===== src/rtl/thermal_offset_pkg.sv =====
package thermal_offset_pkg;
    parameter int unsigned OFS_BITS = 7;
    parameter int unsigned DAC_BITS = 9;

    typedef struct packed {
        logic lock;
    } lock_state_t;

    typedef struct packed {
        logic                override;
        logic [OFS_BITS-1:0] sw_ofs;
    } ofs_state_t;
endpackage


===== src/rtl/tco_lock_ctl.sv =====
module tco_lock_ctl (
    input  logic clk,
    input  logic plat_rst_n,
    input  logic wr_en,
    input  logic wr_lock_bit,
    output logic lock_q_o
);
    import thermal_offset_pkg::*;

    lock_state_t st_d, st_q;

    always_comb begin
        st_d = st_q;
        if (wr_en && wr_lock_bit) begin
            st_d.lock = 1'b1;
        end
    end

    always_ff @(posedge clk or negedge plat_rst_n) begin
        if (!plat_rst_n) begin
            st_q <= '0;
        end else begin
            st_q <= st_d;
        end
    end

    assign lock_q_o = st_q.lock;

    AST_LOCK_STICKY: assert property (@(posedge clk) disable iff (!plat_rst_n)
        st_q.lock |=> st_q.lock);

    AST_LOCK_ONLY_BY_WRITE: assert property (@(posedge clk) disable iff (!plat_rst_n)
        $rose(st_q.lock) |-> $past(wr_en && wr_lock_bit));
endmodule


===== src/rtl/tco_offset_store.sv =====
module tco_offset_store #(
    parameter int unsigned OFS_W = thermal_offset_pkg::OFS_BITS
) (
    input  logic             clk,
    input  logic             pwr_rst_n,
    input  logic             lock_i,
    input  logic             wr_en,
    input  logic [OFS_W-1:0] wr_ofs,
    input  logic [OFS_W-1:0] fuse_ofs,
    output logic [OFS_W-1:0] eff_ofs
);
    import thermal_offset_pkg::*;

    ofs_state_t st_d, st_q;

    always_comb begin
        st_d = st_q;
        if (wr_en && !lock_i) begin
            st_d.override = 1'b1;
            st_d.sw_ofs   = wr_ofs;
        end
    end

    always_ff @(posedge clk or negedge pwr_rst_n) begin
        if (!pwr_rst_n) begin
            st_q <= '0;
        end else begin
            st_q <= st_d;
        end
    end

    assign eff_ofs = st_q.override ? st_q.sw_ofs : fuse_ofs;

    AST_LOCKED_HOLD: assert property (@(posedge clk) disable iff (!pwr_rst_n)
        lock_i |=> ($stable(st_q.sw_ofs) && $stable(st_q.override)));

    AST_WRITE_TAKES: assert property (@(posedge clk) disable iff (!pwr_rst_n)
        (wr_en && !lock_i) |=> (st_q.override && st_q.sw_ofs == $past(wr_ofs)));
endmodule


===== src/rtl/tco_dac_adder.sv =====
module tco_dac_adder #(
    parameter int unsigned OFS_W = thermal_offset_pkg::OFS_BITS,
    parameter int unsigned DAC_W = thermal_offset_pkg::DAC_BITS
) (
    input  logic [OFS_W-1:0] ofs,
    input  logic [DAC_W-1:0] count,
    output logic [DAC_W-1:0] code
);
    localparam int unsigned EXT_W = DAC_W - OFS_W;

    logic [DAC_W-1:0] ofs_ext;

    always_comb begin
        ofs_ext = {{EXT_W{ofs[OFS_W-1]}}, ofs};
        code    = count + ofs_ext;
    end
endmodule


===== src/rtl/thermal_offset_reg.sv =====
module thermal_offset_reg #(
    parameter int unsigned OFS_W = thermal_offset_pkg::OFS_BITS,
    parameter int unsigned DAC_W = thermal_offset_pkg::DAC_BITS
) (
    input  logic             clk,
    input  logic             plat_rst_n,
    input  logic             pwr_rst_n,
    input  logic             wr_en,
    input  logic [OFS_W:0]   wr_data,
    output logic [OFS_W:0]   rd_data,
    input  logic [OFS_W-1:0] fuse_offset,
    output logic [OFS_W-1:0] fuse_rdback,
    input  logic [DAC_W-1:0] temp_count,
    output logic [DAC_W-1:0] dac_code,
    output logic             lock_o
);
    localparam int unsigned EXT_W = DAC_W - OFS_W;

    logic             lock_q;
    logic [OFS_W-1:0] eff_ofs;

    tco_lock_ctl u_lock (
        .clk         (clk),
        .plat_rst_n  (plat_rst_n),
        .wr_en       (wr_en),
        .wr_lock_bit (wr_data[OFS_W]),
        .lock_q_o    (lock_q)
    );

    tco_offset_store #(.OFS_W(OFS_W)) u_store (
        .clk       (clk),
        .pwr_rst_n (pwr_rst_n),
        .lock_i    (lock_q),
        .wr_en     (wr_en),
        .wr_ofs    (wr_data[OFS_W-1:0]),
        .fuse_ofs  (fuse_offset),
        .eff_ofs   (eff_ofs)
    );

    tco_dac_adder #(.OFS_W(OFS_W), .DAC_W(DAC_W)) u_add (
        .ofs   (eff_ofs),
        .count (temp_count),
        .code  (dac_code)
    );

    assign rd_data     = {lock_q, eff_ofs};
    assign lock_o      = lock_q;
    assign fuse_rdback = fuse_offset;

    AST_DAC_FOLLOWS_READ: assert property (@(posedge clk) disable iff (!plat_rst_n || !pwr_rst_n)
        (dac_code - temp_count) == {{EXT_W{rd_data[OFS_W-1]}}, rd_data[OFS_W-1:0]});

    AST_PWR_KEEPS_LOCK: assert property (@(posedge clk) disable iff (!plat_rst_n)
        lock_o |=> lock_o);
endmodule


===== config.mk =====
export PLATFORM = sky130hd
export DESIGN_NAME = thermal_offset_reg
export DESIGN_NICKNAME = d
export VERILOG_FILES = /design/src/rtl/thermal_offset_pkg.sv /design/src/rtl/tco_lock_ctl.sv /design/src/rtl/tco_offset_store.sv /design/src/rtl/tco_dac_adder.sv /design/src/rtl/thermal_offset_reg.sv
export SDC_FILE = /design/constraint.sdc
export NUM_CORES = 1
export LEC_CHECK = 0
export ABC_AREA = 1
export BUFFER_PORTS_ARGS = -buffer_cell sky130_fd_sc_hd__buf_2
export CORE_ASPECT_RATIO = 0.75
export CORE_MARGIN = 2
export CORE_UTILIZATION = 25
export DETAILED_ROUTE_END_ITERATION = 12
export GPL_ROUTABILITY_DRIVEN = 0
export MAX_ROUTING_LAYER = met4
export PLACE_DENSITY = 0.6
export SYNTH_ARGS = -nofsm -noshare
export SYNTH_HDL_FRONTEND = slang
export SYNTH_HIERARCHICAL = 1
export SYNTH_SLANG_ARGS = --single-unit

===== constraint.sdc =====
create_clock -name clk -period 4.6 [get_ports clk]
set_clock_uncertainty 0.1 [all_clocks]
set_input_delay 0.92 -clock clk [delete_from_list [all_inputs] [get_ports clk]]
set_output_delay 0.92 -clock clk [all_outputs]
set_load 0.005 [all_outputs]

# After elaboration in Yosys (flattened, before gate mapping)
# Cells that the tools add are included.
# word_totals
in_bits	28
output_inout_bits	25
regBits	9
wordCells	8
# op_classes
addsub	1
mux	1
n_reduce_logical	3
# op_table
operator	n
9-bit adder	1
7-bit 2-to-1 mux	1
1-bit logical AND	2
1-bit logical NOT	1

# Longest topological paths before layout
# logic_depth
depth_word	2
mapped_depth	12
ltp_nobuf	11

# By module
# The synthesis kept the hierarchy.
# by_module_without_submodules
mod	cells_each	area_per_inst_um2	seq_area_each_um2	instances
tco_offset_store	56	430.4	200.2	1
tco_dac_adder	71	416.6	0.0	1
thermal_offset_reg	8	60.1	0.0	1
tco_lock_ctl	4	36.3	25.0	1

# Worst setup path after synthesis
# Ideal clock, no wire load.
# synth_path
path_type	in2out
from	input fuse_offset[0]
to	output dac_code[8]
required_time_ns	3.580
n_path_buf	0
t_arrival_ns	2.041
path_slack_ns	1.539
stages	10
path_cell_list	nand2_1 > nand2_1 > ha_1 > fa_1 > nand2_1 > nand2_2 > nand3_1 > nand2_1 > nand2_1 > nand2_1
# synth_between
elab_chain_len	2
# synth_rtl
element	line	text
from (decl)	thermal_offset_reg.sv:11	input logic [OFS_W-1:0] fuse_offset,
7-bit 2-to-1 mux	tco_offset_store.sv:32	assign eff_ofs = st_q.override ? st_q.sw_ofs : fuse_ofs;
via rd_data[0]	thermal_offset_reg.sv:10	output logic [OFS_W:0] rd_data,
9-bit adder	tco_dac_adder.sv:15	code = count + ofs_ext;
to (decl)	thermal_offset_reg.sv:14	output logic [DAC_W-1:0] dac_code,
# The timed path passes the listed nets, and every way through them passes these cells.

# Worst setup path in the final report
# layout_path
from	input fuse_offset[0]
to	output dac_code[8]
# layout_between
elab_chain_len	2
# layout_rtl
element	line
7-bit 2-to-1 mux	tco_offset_store.sv:32
9-bit adder	tco_dac_adder.sv:15
# No other way between the ends.

==> qor.yml <==
outcome:
  run_status: "completed"
synthesis:
  synth_warnings: 6
  synthCells: 139
  syn_area_sq_um: 943
  syn_nets: 176
  yosysSeqAreaShare: 0.239
  syn_avg_cell_area_sq_um: 6.79
  ys_seq_elements: 9
  synth.distinct_cells: 19
floorplan:
  die_x_microns: 74.9
  rows: 19
  initial_utilization: 0.259
  core_sq_um: 3640
  dieHeight_microns: 57.2
  dieArea_sq_um: 4290
  ios: 53
setup_path:
  end_kind: "output pin"
  ff2ff_path_depth: 4
  worstSetupEndpoint: "dac_code[8]"
  rr_endpoint: "u_store/st_q[0]"
  cp.required_ns: 3.58
  cp_max_fo: 3
  crit_start: "fuse_offset[0]"
  cp_data_arrival_time_ns: 2.29
  rrSetupSlack_ns: 3.63
  r2r_start: "u_lock/lock_q_o"
  start_kind: "primary input"
  path_class: "primary input to output pin"
job:
  cap_violations: 0
clocking:
  clk_latency_ns: 0.23
  cts_hold_buf: 0
  numClockSinks: 9
  cts_resized: 0
  htreeDepth: 1
  cts_setup_buffers: 0
  clkTransAtPathRegs_ns: 0.04
  clockBufferDepth: 2
  cts_made_buffers: 3
  root_buffer: "clkbuf_8"
  cts_tree: "built"
detailed_routing:
  dr.pass1.iters: 4
  vias: 945
  routedWlPerCell_microns: 8.87
  routed_wl_microns: 2100
  drt_first_iter_violations: 31
  vias_per_cell: 3.99
  ant_nets: 0
  drc: 0
pwr:
  clkPwrFrac: 0.438
  internal_power_uw: 159
  vdd_drop_max_v: 0.000137
  switchingPower_uw: 47.5
  p_leak_nw: 0.772
  switching_share: 0.230
  seqPwrFrac: 0.385
  powerDensity_nw_per_um2: 167
  combPwrFrac: 0.177
placement:
  port_buffers: 52
  dp_hpwl_microns: 1830
layout:
  area_growth_pct: 30.5
  n_antenna_cell: 0
  final_nets: 223
  fillCellCount: 423
  multi_input_area_sq_um: 577
  regArea_sq_um: 225
  layout-drive-gt1-share: 0.341
  fin_util: 0.338
sta:
  final_hold_viol_count: 0
  worst_slew_pin_slew_ns: 0.266
  finalSetupViolations: 0
  fmax_ghz: 0.302
  fin_crit_ns: 3.31
  period_share: 0.720
  maxSlewViolCount: 0
  setup_tns_ns: 0
  rsz0062_at_grt: "no"
  slew-limit-headroom: 0.822
grt:
  grt_overflow: 0
  grt_max_degree: 10
  grt_pass1_vias: 848
  antenna_found_initial: 0
  grt_pass1_wl_microns: 3420
  grt_usage: 0.106
worst_hold_path:
  hp-class: "primary input to asynchronous set/reset pin"
[worst max-delay path: stages]
cell and delay [ns]:
buf_2 0.10, nand2_1 0.06, nand2_1 0.06, ha_1 0.22, fa_1 0.40, nand2_1 0.10
nand2_2 0.07, nand3_1 0.10, nand2_1 0.06, nand2_1 0.05, nand2_1 0.04, buf_2 0.11
[through the flow]
stage / instances / instance area (sq um) / hold WS [ns] / setup WS (ns) / power [mW]
final: 237 / 1230 / 0.358 / 1.29 / 0.206
after global routing: 237 / 1230 / 0.348 / 1.13 / 0.218
after CTS: 237 / 1230 / 0.352 / 1.28 / 0.209
after detailed placement: 233 / 1190 / 0.364 / 1.28 / 0.118
after global placement: 233 / 1190 / 0.360 / 1.29 / 0.117
after floorplan: 139 / 943 / 0.342 / 1.54 / 0.100
[worst min-delay path by stage]
stage,startpoint,end,depth (start not counted)
floorplan,u_store/st_q[0],u_store/st_q[0],2
global placement,u_store/st_q[1],u_store/st_q[1],2
global route,plat_rst_n,u_lock/lock_q_o,1
finish,plat_rst_n,u_lock/lock_q_o,1
detailed placement,u_store/st_q[0],u_store/st_q[0],2
CTS,plat_rst_n,u_lock/lock_q_o,1
[state kept, by name, indices dropped and copies added (netlist names)]
name / cells
u_store/st_q: 8
u_lock/lock_q_o: 1
[routing by layer]
metal  global-route usage  vias up  part of all wire
met5                    -        -                 0
met4               0.0459        0            0.0057
met3               0.0141        2             0.063
met2                0.167       25              0.44
met1                0.135      408              0.49
li1                     -      510                 -
[layout make-up]
class	count	area share
Sequential cell	9	0.183
Tap cell	52	0.0528
Multi-Input combinational cell	105	0.468
Inverter	15	0.0478
Timing Repair Buffer	52	0.211
Clock buffer	4	0.0366
[cells in the mapped netlist]
| cell type | number | area share |
|---|---|---|
| or2_1 | 2 | 0.013 |
| buf_4 | 8 | 0.064 |
| inv_4 | 1 | 0.0066 |
| dfrtp_1 | 9 | 0.24 |
| nand2_8 | 1 | 0.021 |
| xnor2_1 | 2 | 0.019 |
| fa_1 | 1 | 0.021 |
| inv_1 | 13 | 0.052 |
| nand2_1 | 64 | 0.25 |
| xor2_1 | 1 | 0.0093 |
| buf_6 | 2 | 0.024 |
| nand3_1 | 13 | 0.069 |
| nor2_1 | 4 | 0.016 |
| nand2_2 | 4 | 0.027 |
| a21oi_1 | 2 | 0.011 |
| inv_2 | 1 | 0.0040 |
| ha_1 | 8 | 0.11 |
| nand3b_1 | 2 | 0.016 |
| xnor2_4 | 1 | 0.029 |
[cells in the final DEF (no fill, tap or decap), drive strengths merged]
cell    count
xor2        1
a21oi       2
nand3b      2
fa          1
dfrtp       9
clkbuf      4
nand3      13
buf        52
or2         2
inv        15
nand2      69
ha          8
xnor2       3
nor2        4
[logic make-up (layout without fill, tap and decap cells)]
family          after synthesis  after routing  synth area share
simple gates                 90             90             0.416
flops                         9              9             0.239
fa+ha+maj                     9              9             0.127
xor+xnor                      4              4            0.0570
compound gates                2              2            0.0106
buf+inv                      25             71             0.150
[power groups by stage]
stage	clock, mW	sequential (mW)	combinational (mW)
CTS	0.0926	0.0794	0.0374
global route	0.0974	0.0793	0.0410
finish	0.0902	0.0794	0.0365
global placement	0	0.0806	0.0369
detailed placement	0	0.0806	0.0372
floorplan	0	0.0806	0.0196
Power figures use the tool's default switching activity.
